$ cat src/rtl/gpsum_pkg.sv
package gpsum_pkg;

    typedef enum logic [0:0] {
        IRQ_QUIET  = 1'b0,
        IRQ_RAISED = 1'b1
    } irq_state_t;

    typedef enum logic [0:0] {
        BLK_OFF = 1'b0,
        BLK_RUN = 1'b1
    } blk_state_t;

endpackage

$ cat src/rtl/gpsum_reduce.sv
module gpsum_reduce #(
    parameter int NUM_PINS = 184,
    parameter int GRP_SIZE = 4,
    parameter int NUM_GRP  = 46,
    parameter int SUM_W    = 64
) (
    input  logic                clk,
    input  logic                rst_n,
    input  logic [NUM_PINS-1:0] pin_pend,
    input  logic                blank,
    output logic [SUM_W-1:0]    sum_q
);

    logic [SUM_W-1:0] grp_or;

    for (genvar g = 0; g < SUM_W; g++) begin : g_grp
        if (g < NUM_GRP) begin : g_used
            logic [GRP_SIZE-1:0] members;
            for (genvar m = 0; m < GRP_SIZE; m++) begin : g_mem
                if (g * GRP_SIZE + m < NUM_PINS) begin : g_pin
                    assign members[m] = pin_pend[g*GRP_SIZE+m];
                end else begin : g_pad
                    assign members[m] = 1'b0;
                end
            end
            assign grp_or[g] = |members;
        end else begin : g_unused
            assign grp_or[g] = 1'b0;
        end
    end

    always_ff @(posedge clk or negedge rst_n) begin
        if (!rst_n) begin
            sum_q <= '0;
        end else if (blank) begin
            sum_q <= '0;
        end else begin
            sum_q <= grp_or;
        end
    end

endmodule

$ cat src/rtl/gpsum_blank.sv
module gpsum_blank
    import gpsum_pkg::*;
#(
    parameter int LEN_W = 12
) (
    input  logic             clk,
    input  logic             rst_n,
    input  logic             blk_en,
    input  logic [LEN_W-1:0] blk_len,
    input  logic             dbnc_wr,
    input  logic             rtc_tick,
    output logic             blank
);

    blk_state_t       state, state_n;
    logic [LEN_W-1:0] cnt, cnt_n;

    always_ff @(posedge clk or negedge rst_n) begin
        if (!rst_n) begin
            state <= BLK_OFF;
            cnt   <= '0;
        end else begin
            state <= state_n;
            cnt   <= cnt_n;
        end
    end

    always_comb begin
        state_n = state;
        cnt_n   = cnt;
        unique case (state)
            BLK_OFF: begin
                if (blk_en && dbnc_wr && (blk_len != '0)) begin
                    state_n = BLK_RUN;          // arm
                    cnt_n   = blk_len;
                end
            end
            BLK_RUN: begin
                if (!blk_en) begin
                    state_n = BLK_OFF;          // abort
                end else if (dbnc_wr) begin
                    if (blk_len == '0) begin
                        state_n = BLK_OFF;
                    end else begin
                        cnt_n = blk_len;        // reload
                    end
                end else if (rtc_tick) begin
                    if (cnt <= LEN_W'(1)) begin
                        state_n = BLK_OFF;      // expire
                    end else begin
                        cnt_n = cnt - LEN_W'(1);
                    end
                end
            end
            default: state_n = BLK_OFF;
        endcase
    end

    always_comb begin
        blank = (state == BLK_RUN);
    end

endmodule

$ cat src/rtl/gpsum_irq.sv
module gpsum_irq
    import gpsum_pkg::*;
(
    input  logic clk,
    input  logic rst_n,
    input  logic any_pend,
    input  logic eoi,
    output logic irq_o
);

    irq_state_t state, state_n;

    always_ff @(posedge clk or negedge rst_n) begin
        if (!rst_n) begin
            state <= IRQ_QUIET;
        end else begin
            state <= state_n;
        end
    end

    always_comb begin
        state_n = state;
        unique case (state)
            IRQ_QUIET:  if (any_pend) state_n = IRQ_RAISED;  // raise
            IRQ_RAISED: if (eoi)      state_n = IRQ_QUIET;   // acknowledge
            default:                  state_n = IRQ_QUIET;
        endcase
    end

    always_comb begin
        irq_o = (state == IRQ_RAISED);
    end

endmodule

$ cat src/rtl/gpio_irq_summary.sv
module gpio_irq_summary #(
    parameter int NUM_PINS = 184,
    parameter int GRP_SIZE = 4,
    parameter int LEN_W    = 12,
    parameter int REG_W    = 32,
    localparam int CTRL_W  = LEN_W + 2
) (
    input  logic                clk,
    input  logic                rst_n,
    input  logic [NUM_PINS-1:0] pin_pend,
    input  logic                rtc_tick,
    input  logic                dbnc_wr,
    input  logic                mst_wr,
    input  logic [CTRL_W-1:0]   mst_wdata,
    output logic [CTRL_W-1:0]   mst_rdata,
    output logic [REG_W-1:0]    sum_lo,
    output logic [REG_W-1:0]    sum_hi,
    output logic                irq_o,
    output logic                ien_rd_en
);

    localparam int NUM_GRP = (NUM_PINS + GRP_SIZE - 1) / GRP_SIZE;
    localparam int SUM_W   = 2 * REG_W;
    localparam int EN_BIT  = LEN_W;
    localparam int EOI_BIT = LEN_W + 1;

    logic [LEN_W-1:0] blk_len;
    logic             blk_en;
    logic             eoi;
    logic             blank;
    logic [SUM_W-1:0] sum_q;

    always_ff @(posedge clk or negedge rst_n) begin
        if (!rst_n) begin
            blk_len <= '0;
            blk_en  <= 1'b0;
        end else if (mst_wr) begin
            blk_len <= mst_wdata[LEN_W-1:0];
            blk_en  <= mst_wdata[EN_BIT];
        end
    end

    always_comb begin
        eoi       = mst_wr & mst_wdata[EOI_BIT];
        mst_rdata = {1'b0, blk_en, blk_len};
        sum_lo    = sum_q[REG_W-1:0];
        sum_hi    = sum_q[SUM_W-1:REG_W];
        ien_rd_en = ~blank;
    end

    gpsum_reduce #(
        .NUM_PINS (NUM_PINS),
        .GRP_SIZE (GRP_SIZE),
        .NUM_GRP  (NUM_GRP),
        .SUM_W    (SUM_W)
    ) u_reduce (
        .clk      (clk),
        .rst_n    (rst_n),
        .pin_pend (pin_pend),
        .blank    (blank),
        .sum_q    (sum_q)
    );

    gpsum_blank #(
        .LEN_W (LEN_W)
    ) u_blank (
        .clk      (clk),
        .rst_n    (rst_n),
        .blk_en   (blk_en),
        .blk_len  (blk_len),
        .dbnc_wr  (dbnc_wr),
        .rtc_tick (rtc_tick),
        .blank    (blank)
    );

    gpsum_irq u_irq (
        .clk      (clk),
        .rst_n    (rst_n),
        .any_pend (|sum_q),
        .eoi      (eoi),
        .irq_o    (irq_o)
    );

endmodule

$ cat config.mk
export PLATFORM = sky130hd
export DESIGN_NAME = gpio_irq_summary
export DESIGN_NICKNAME = d
export VERILOG_FILES = /design/src/rtl/gpsum_pkg.sv /design/src/rtl/gpsum_reduce.sv /design/src/rtl/gpsum_blank.sv /design/src/rtl/gpsum_irq.sv /design/src/rtl/gpio_irq_summary.sv
export SDC_FILE = /design/constraint.sdc
export NUM_CORES = 1
export LEC_CHECK = 0
export BUFFER_PORTS_ARGS = -buffer_cell sky130_fd_sc_hd__buf_2
export CORE_MARGIN = 10
export CORE_UTILIZATION = 40
export DETAILED_ROUTE_END_ITERATION = 16
export PLACE_DENSITY = 0.83
export SLEW_MARGIN = 5
export SYNTH_ARGS = -nofsm -noshare
export SYNTH_HDL_FRONTEND = slang
export SYNTH_SLANG_ARGS = --single-unit
$ cat constraint.sdc
create_clock -name clk -period 4.18 [get_ports clk]
set_input_delay 0.627 -clock clk [delete_from_list [all_inputs] [get_ports clk]]
set_output_delay 0.627 -clock clk [all_outputs]
set_load 0.01 [all_outputs]
==> metrics.md, run 1 <==
| Metric | Value |
|---|---|
| Status | `finished, final reports clean` |
| Sink Count | `73` |
| Final Max Slew Viols | `0` |
| Average footprint of a synthesized cell | `10.2 um^2` |
| Portion of the post-synthesis area used by sequential elements | `0.545` |
| Lkg Pwr | `0.00231 uW` |
| Post-synth design cell area | `3350 um^2` |
| Cell area after layout | `4890 um^2` |
| Clock tree from TritonCTS | `yes` |
| Number of nets with antenna violations after routing | `0` |
| Slew margin rel. | `0.381` |
| Count of flip-flops with a built-in enable after synthesis | `0` |
| Final Net Count | `794` |
| Diode insertion count for antenna repair | `0` |
| Die area | `12,400 um^2` |
| Capturing element of the worst setup path | `u_blank.cnt[5]` |
| Synth Instances | `330` |
| Kind of cell adding the most delay to the critical path | `compound AO/OA/AOI/OAI gates` |
| Final hold violation count | `0` |
| Filler Cells Inserted | `756` |
| Kind of end point of the critical path | `flip-flop` |
| Achievable frequency | `359 MHz` |
| Overall routing resource usage | `0.216` |
| Slew at the pin with the worst max-slew slack | `0.928 ns` |
| Worst clock skew | `0.0148 ns` |
| HPWL after DPL | `11.8 mm` |
| Detailed-route wire length | `14.0 mm` |
| Number of cells upsized or downsized after cts | `0` |
| Dominant synthesized flop cell | `sky130_fd_sc_hd__dfrtp_1` |
| Post-synthesis cell type with the largest combined area | `sky130_fd_sc_hd__dfrtp_1` |
| Leading cell types by total area after synthesis | `sky130_fd_sc_hd__dfrtp_1 (54%), sky130_fd_sc_hd__nor4_1 (12%), sky130_fd_sc_hd__nor2_1 (6.7%)` |
| Crit-path slowest cell | `sky130_fd_sc_hd__o21ai_1` |
| R2r worst-path depth | `5` |
| Async set-reset flop share out of synthesis | `1.00` |
| Die Y | `112 um` |
| Cell with the most instances after synthesis | `sky130_fd_sc_hd__dfrtp_1` |
| Series of cell instances along the critical path | `or4_1 > or4_4 > o21ai_1 > a221oi_1 > o22a_1` |
| Post-route fraction of the period consumed by the critical path | `0.667` |
| Number of buffers inserted for hold repair after clock tree synthesis | `0` |
| X dimension of the die | `112 um` |
| Data required time of the critical path | `4.42 ns` |
| Top-area cell type share of the netlist area | `0.545` |
| Maximum number of pins on one net before global-route repair | `74` |
| RD Place Congestion | `0.892` |
| Setup TNS Final | `0 ns` |
| First-pass iteration count of the detailed router | `5` |
| Number of max-capacitance violations reported | `0` |
| Initial Util | `0.410` |
| CTS Buf Count | `9` |
| Minimum period implied by the final worst setup slack | `2.79 ns` |
| Peak VDD IR | `0.204 mV` |
| Residual overflow from global routing | `0` |
| Fraction of layout cells with a size suffix above 1 | `0.497` |
| Launch point of the worst reg-to-reg path | `u_blank.cnt[6]` |
| Placement Cell Area | `4670 um^2` |
| Post-Place Setup Slack | `1.45 ns` |
| Core region area | `8180 um^2` |
| Hold WC Path Type | `in -> async` |
| CTS Buffer Depth | `2` |
| Commonest cells in the netlist | `sky130_fd_sc_hd__dfrtp_1 (73), sky130_fd_sc_hd__nor4_1 (63), sky130_fd_sc_hd__nor2_1 (60), sky130_fd_sc_hd__buf_4 (20), sky130_fd_sc_hd__mux2_2 (12)` |
| DRC errors left | `0` |
| Post-DR vias/cell | `5.25` |
| Number of global-route vias before repair | `3,970` |
| Library cell used as clock root buffer | `sky130_fd_sc_hd__clkbuf_8` |
| H-Tree Level Count | `3` |
| First DRT Iteration DRCs | `157` |
| Input/output buffers | `263` |
| Launching element of the worst setup path | `u_blank.cnt[6]` |
| Critical path depth | `5` |
| Delay of the slowest cell on the worst path | `0.69 ns` |
| Post-CTS clock slew at the launch and capture registers of the worst setup and hold paths | `0.09 ns` |
| Startpoint type of the worst setup path | `flip-flop` |
| Library cells used by synthesis | `38` |
| Post-route worst setup slack | `1.39 ns` |
| Critical path data arrival time | `3.03 ns` |
| Antenna violations before repair | `1` |
| Post-layout power | `1860 uW` |
| Cell Rows | `33` |
| Synth Warn # | `0` |
| Buffers and inverters on the worst path | `0` |
| Setup violations, final | `0` |
| Crit Path Class | `reg -> reg` |
| Flops & latches, synth | `73` |
| Area Growth Syn to Fin | `45.7%` |
| Count of pins on the block boundary | `283` |
| Clock network latency to the later pin of the worst-skew pair | `0.35 ns` |
| Capturing point of the worst reg2reg path | `u_blank.cnt[5]` |
| Power density of the placed cells | `380 nW/um^2` |
| Critical Path Fanout Max | `11` |
| Slack of the worst reg-to-reg path | `1.39 ns` |
| Setup repair after global routing missed its margin | `false` |
| Routed wire per std cell | `20.1 um` |
| Global-route wire length before repair | `21.7 mm` |
| Setup bufs post-CTS | `0` |
| Total number of vias | `3,671` |
-- final cells by class --
cell class	count	area (um^2)	area share
multi-input cells	233	1350	0.277
inverters	7	26.3	0.00538
clock inverters	7	92.6	0.0190
flip-flops and latches	73	1830	0.374
repair buffers	265	1330	0.273
well taps	105	131	0.0269
clock buffers	9	124	0.0254
-- worst min path at each step --
stage	startpoint	endpoint	slack [ns]	depth (start not counted)
CTS	rst_n	blk_len[0]	0.43	1
detailed placement	u_irq.irq_o	u_irq.irq_o	0.50	1
global route	rst_n	u_blank.cnt[1]	0.47	1
global placement	u_irq.irq_o	u_irq.irq_o	0.48	1
floorplan	rst_n	blk_en	0.33	0
finish	rst_n	blk_len[0]	0.38	1
-- cells in the final DEF, fill, tap and decap left out, drive strengths merged, types with 3 or more instances in the layout --
master and n:
a21oi 9, dfrtp 73, nor2 60, inv 7, nor4 63, clkinv 5, mux2 12, nor3 8
a31oi 10, a221oi 5, clkbuf 9, nand3 6, nand4 3, nand2 4, buf 265, conb 19
o22a 10, o21ai 8
-- state kept, by name (all words and copies together) (netlist names) --
signal and count:
blk_len 12, u_reduce.sum_q 46, u_irq.irq_o 1, u_blank.blank 1, blk_en 1, u_blank.cnt 12
-- through the flow --
stage                     utilization  instances  hold WS (ns)
after floorplan                     -        348         0.331
after global placement          0.571        683         0.479
after detailed placement        0.571        683         0.497
after CTS                       0.598        699         0.434
after global routing            0.598        699         0.466
final                           0.598        699         0.384
-- where the power goes --
part	total [uW]	switching, uW	internal [uW]
Sequential	873	82.0	791
Clock	608	272	336
Combinational	376	200	176
Total	1860	554	1300
-- worst reg2reg max path: cells and delay by family (launching register included) --
family,cells,cell delay (ns)
simple gates,2,1.12
compound gates,3,1.14
flops,1,0.42
-- logic make-up after synthesis --
kind of cell,after synthesis,share of synthesized area
AND/OR/NAND/NOR,151,0.232
flip-flops,73,0.545
AO/OA/AOI/OAI,48,0.0989
buffers and inverters,42,0.0724
multiplexers,13,0.0433
adder cells (fa/ha/maj),2,0.00746
other,1,0.00112
-- layer usage --
| layer | track usage | routed length, um |
|---|---|---|
| met1 | 0.225 | 4800 |
| met2 | 0.398 | 7810 |
| met3 | 0.0784 | 1220 |
| met4 | 0.0608 | 196 |
| met5 | 0 | 0 |
Note: power is estimated with default switching activity, not from simulation.
==> run 2: changes to the inputs <==
--- a/config.mk
+++ b/config.mk
@@ -7,9 +7,9 @@
 export LEC_CHECK = 0
 export BUFFER_PORTS_ARGS = -buffer_cell sky130_fd_sc_hd__buf_2
 export CORE_MARGIN = 10
-export CORE_UTILIZATION = 40
+export CORE_UTILIZATION = 39
 export DETAILED_ROUTE_END_ITERATION = 16
-export PLACE_DENSITY = 0.83
+export PLACE_DENSITY = 0.81
 export SLEW_MARGIN = 5
 export SYNTH_ARGS = -nofsm -noshare
 export SYNTH_HDL_FRONTEND = slang
==> constraint.sdc (replaced) <==
create_clock -name clk -period 2.8 [get_ports clk]
set_input_delay 0.42 -clock clk [delete_from_list [all_inputs] [get_ports clk]]
set_output_delay 0.42 -clock clk [all_outputs]
set_load 0.01 [all_outputs]
==> run 2 against run 1 <==
Compared with the run above: sequential cell count stayed put; register-to-register slack got worse by 1.2 ns; first-iteration DRC count rose by 22%; highest routed layer is now met5; critical endpoint is now u_blank.cnt[1]; critical path type unchanged.
==> metrics.md, run 2 (synthesized netlist as in run 1, its figures left out) <==
| Metric | Value |
|---|---|
| RD Place Congestion | `0.881 (-1.2%)` |
| Logic pwr share | `0.219 (+0.016)` |
| Startpoint type of the worst setup path | `flip-flop` |
| Slew margin rel. | `0.384 (+0.00250)` |
| Cell area after layout | `4830 um^2 (-1.2%)` |
| Flip-flop count of the largest register after layout | `46 (unchanged)` |
| CTS Buf Count | `9 (unchanged)` |
| Critical Path Fanout Max | `11 (unchanged)` |
| Number of global-route vias before repair | `4,097 (+3.2%)` |
| CTS Buffer Depth | `2 (unchanged)` |
| Minimum period implied by the final worst setup slack | `2.61 ns (-0.176 ns)` |
| H-Tree Level Count | `3 (unchanged)` |
| Status | `finished, final reports clean` |
| Achievable frequency | `383 MHz (+6.7%)` |
| Setup bufs post-CTS | `0 (unchanged)` |
| Core region area | `8300 um^2 (+1.5%)` |
| Number of max-capacitance violations reported | `0 (unchanged)` |
| Overall routing resource usage | `0.213 (-0.00340)` |
| Register ranked first by flip-flop count | `u_reduce.sum_q` |
| Data required time of the critical path | `3.07 ns (-1.35 ns)` |
| DRC errors left | `0 (unchanged)` |
| Peak VDD IR | `0.238 mV (+17%)` |
| Final Net Count | `795 (+0.13%)` |
| Global-route wire length before repair | `21.7 mm (+0.29%)` |
| Initial Util | `0.404 (-0.00612)` |
| Clock tree from TritonCTS | `yes` |
| X dimension of the die | `113 um (+1.0%)` |
| Most frequent standard cell in the layout excluding fill and tap cells | `sky130_fd_sc_hd__buf_2` |
| Antenna violations before repair | `1 (unchanged)` |
| Input/output buffers | `263 (unchanged)` |
| Metal1 wirelength | `4.95 mm (+3.1%)` |
| Length of routed met2 wiring | `7.97 mm (+2.0%)` |
| Post-CTS clock slew at the launch and capture registers of the worst setup and hold paths | `0.07 ns (-0.02 ns)` |
| Diode insertion count for antenna repair | `0 (unchanged)` |
| Detailed-route wire length | `14.3 mm (+1.7%)` |
| Leading cell types in the layout, fill and taps excluded | `sky130_fd_sc_hd__buf_2 (262), sky130_fd_sc_hd__dfrtp_1 (73), sky130_fd_sc_hd__nor4_1 (63)` |
| Switching share of power | `0.306 (+0.00755)` |
| Crit Path Class | `reg -> reg` |
| Final hold violation count | `0 (unchanged)` |
| Total number of vias | `3,719 (+1.3%)` |
| Sink Count | `73 (unchanged)` |
| Reported net switching power | `783 uW (+41%)` |
| Total internal power | `1780 uW (+36%)` |
| Post-route fraction of the period consumed by the critical path | `0.933 (+0.266)` |
| Die area | `12,700 um^2 (+2.1%)` |
| Setup TNS Final | `0 ns (unchanged)` |
| Power density of the placed cells | `530 nW/um^2 (+39%)` |
| Die Y | `113 um (+1.0%)` |
| Reg power frac | `0.510 (+0.040)` |
| Clock power frac | `0.270 (-0.057)` |
| Residual overflow from global routing | `0 (unchanged)` |
| Slew at the pin with the worst max-slew slack | `0.924 ns (-0.00376 ns)` |
| Placement Cell Area | `4680 um^2 (+0.16%)` |
| Number of cells upsized or downsized after cts | `0 (unchanged)` |
| R2r worst-path depth | `5 (unchanged)` |
| Number of nets with antenna violations after routing | `0 (unchanged)` |
| Critical path data arrival time | `2.88 ns (-0.15 ns)` |
| Routed wire per std cell | `20.5 um (+2.0%)` |
| Number of buffers inserted for hold repair after clock tree synthesis | `0 (unchanged)` |
| Clock network latency to the later pin of the worst-skew pair | `0.35 ns (about the same)` |
| Final Max Slew Viols | `0 (unchanged)` |
| Worst clock skew | `0.00925 ns (-0.00554 ns)` |
| Count of pins on the block boundary | `283 (unchanged)` |
| Hold WC Path Type | `in -> async` |
| Post-DR vias/cell | `5.34 (+1.6%)` |
| HPWL after DPL | `11.9 mm (+1.5%)` |
| Area Growth Syn to Fin | `44.0%` |
| Maximum number of pins on one net before global-route repair | `74 (unchanged)` |
| First-pass iteration count of the detailed router | `4 (-1)` |
| Cell Rows | `33 (unchanged)` |
| First DRT Iteration DRCs | `191 (+22%)` |
| Lkg Pwr | `0.00228 uW (-1.3%)` |
| Fraction of layout cells with a size suffix above 1 | `0.492 (-0.00508)` |
| Routed length on met3 | `1.14 mm (-6.7%)` |
| Setup violations, final | `0 (unchanged)` |
| Top layer in use | `met5` |
| Kind of end point of the critical path | `flip-flop` |
| Setup repair after global routing missed its margin | `false` |
| Largest registers in the final layout | `u_reduce.sum_q: 46 flops, blk_len: 12 flops, u_blank.cnt: 12 flops` |
| Library cell used as clock root buffer | `sky130_fd_sc_hd__clkbuf_8` |
run 2: changes by cell type in the layout (fill, tap and decap cells not counted):
cell                        previous run  this run
sky130_fd_sc_hd__inv_6                 1         0
sky130_fd_sc_hd__clkinv_4              1         0
sky130_fd_sc_hd__clkinv_2              3         1
sky130_fd_sc_hd__bufinv_16             2         0
sky130_fd_sc_hd__clkbuf_8              9        10
sky130_fd_sc_hd__buf_4                 3         4
sky130_fd_sc_hd__clkbuf_1              0         2
run 2: power groups by stage:
stage / combinational [uW] / sequential, uW / clock (uW)
2_1_floorplan: 233 / 1340 / 0
3_3_place_gp: 551 / 1320 / 0
3_5_place_dp: 566 / 1320 / 0
4_1_cts: 566 / 1300 / 709
5_1_grt: 615 / 1330 / 741
6_report: 562 / 1310 / 692
run 2: worst paths after layout:
kind / startpoint / to / slack, ns
max: u_blank.cnt[7] / u_blank.cnt[1] / 0.19
min: rst_n / blk_len[0] / 0.20
max reg2reg: u_blank.cnt[7] / u_blank.cnt[1] / 0.19
min reg2reg: u_blank.cnt[7] / u_blank.cnt[7] / 0.53
max in group asynchronous: rst_n / u_reduce.sum_q[10] / 1.99
min in group clk: mst_wdata[13] / u_irq.irq_o / 0.25
run 2: per-stage QoR:
| step | utilization | power [uW] | hold WS (ns) | cells | worst slack [ns] |
|---|---|---|---|---|---|
| after floorplan | - | 1570 | 0.124 | 348 | 0.594 |
| after global placement | 0.564 | 1870 | 0.493 | 684 | 0.333 |
| after detailed placement | 0.564 | 1890 | 0.507 | 684 | 0.218 |
| after CTS | 0.582 | 2580 | 0.241 | 697 | 0.218 |
| after global routing | 0.582 | 2680 | 0.249 | 697 | 0.143 |
| final | 0.582 | 2560 | 0.196 | 697 | 0.189 |
run 2: cell type report:
cell class                      instances  area [um^2]
Fill cell                             730         3470
Sequential cell                        73         1830
Multi-Input combinational cell        233         1350
Timing Repair Buffer                  266         1340
Clock buffer                           12          145
Tap cell                              105          131
Inverter                                7         26.3
Clock inverter                          1         5.00
run 2: routing by layer:
metal | vias up | GRT usage
met5 | - | 0
met1 | 1798 | 0.222
met2 | 193 | 0.394
met4 | 2 | 0.0660
li1 | 1708 | -
met3 | 18 | 0.0692
run 2: worst max-delay path, stage by stage, from the launching register on:
cell and delay [ns]:
sky130_fd_sc_hd__dfrtp_1 0.40, sky130_fd_sc_hd__or4_1 0.66, sky130_fd_sc_hd__or4_4 0.47, sky130_fd_sc_hd__o211a_1 0.27
sky130_fd_sc_hd__o21ai_2 0.46, sky130_fd_sc_hd__mux2i_1 0.26
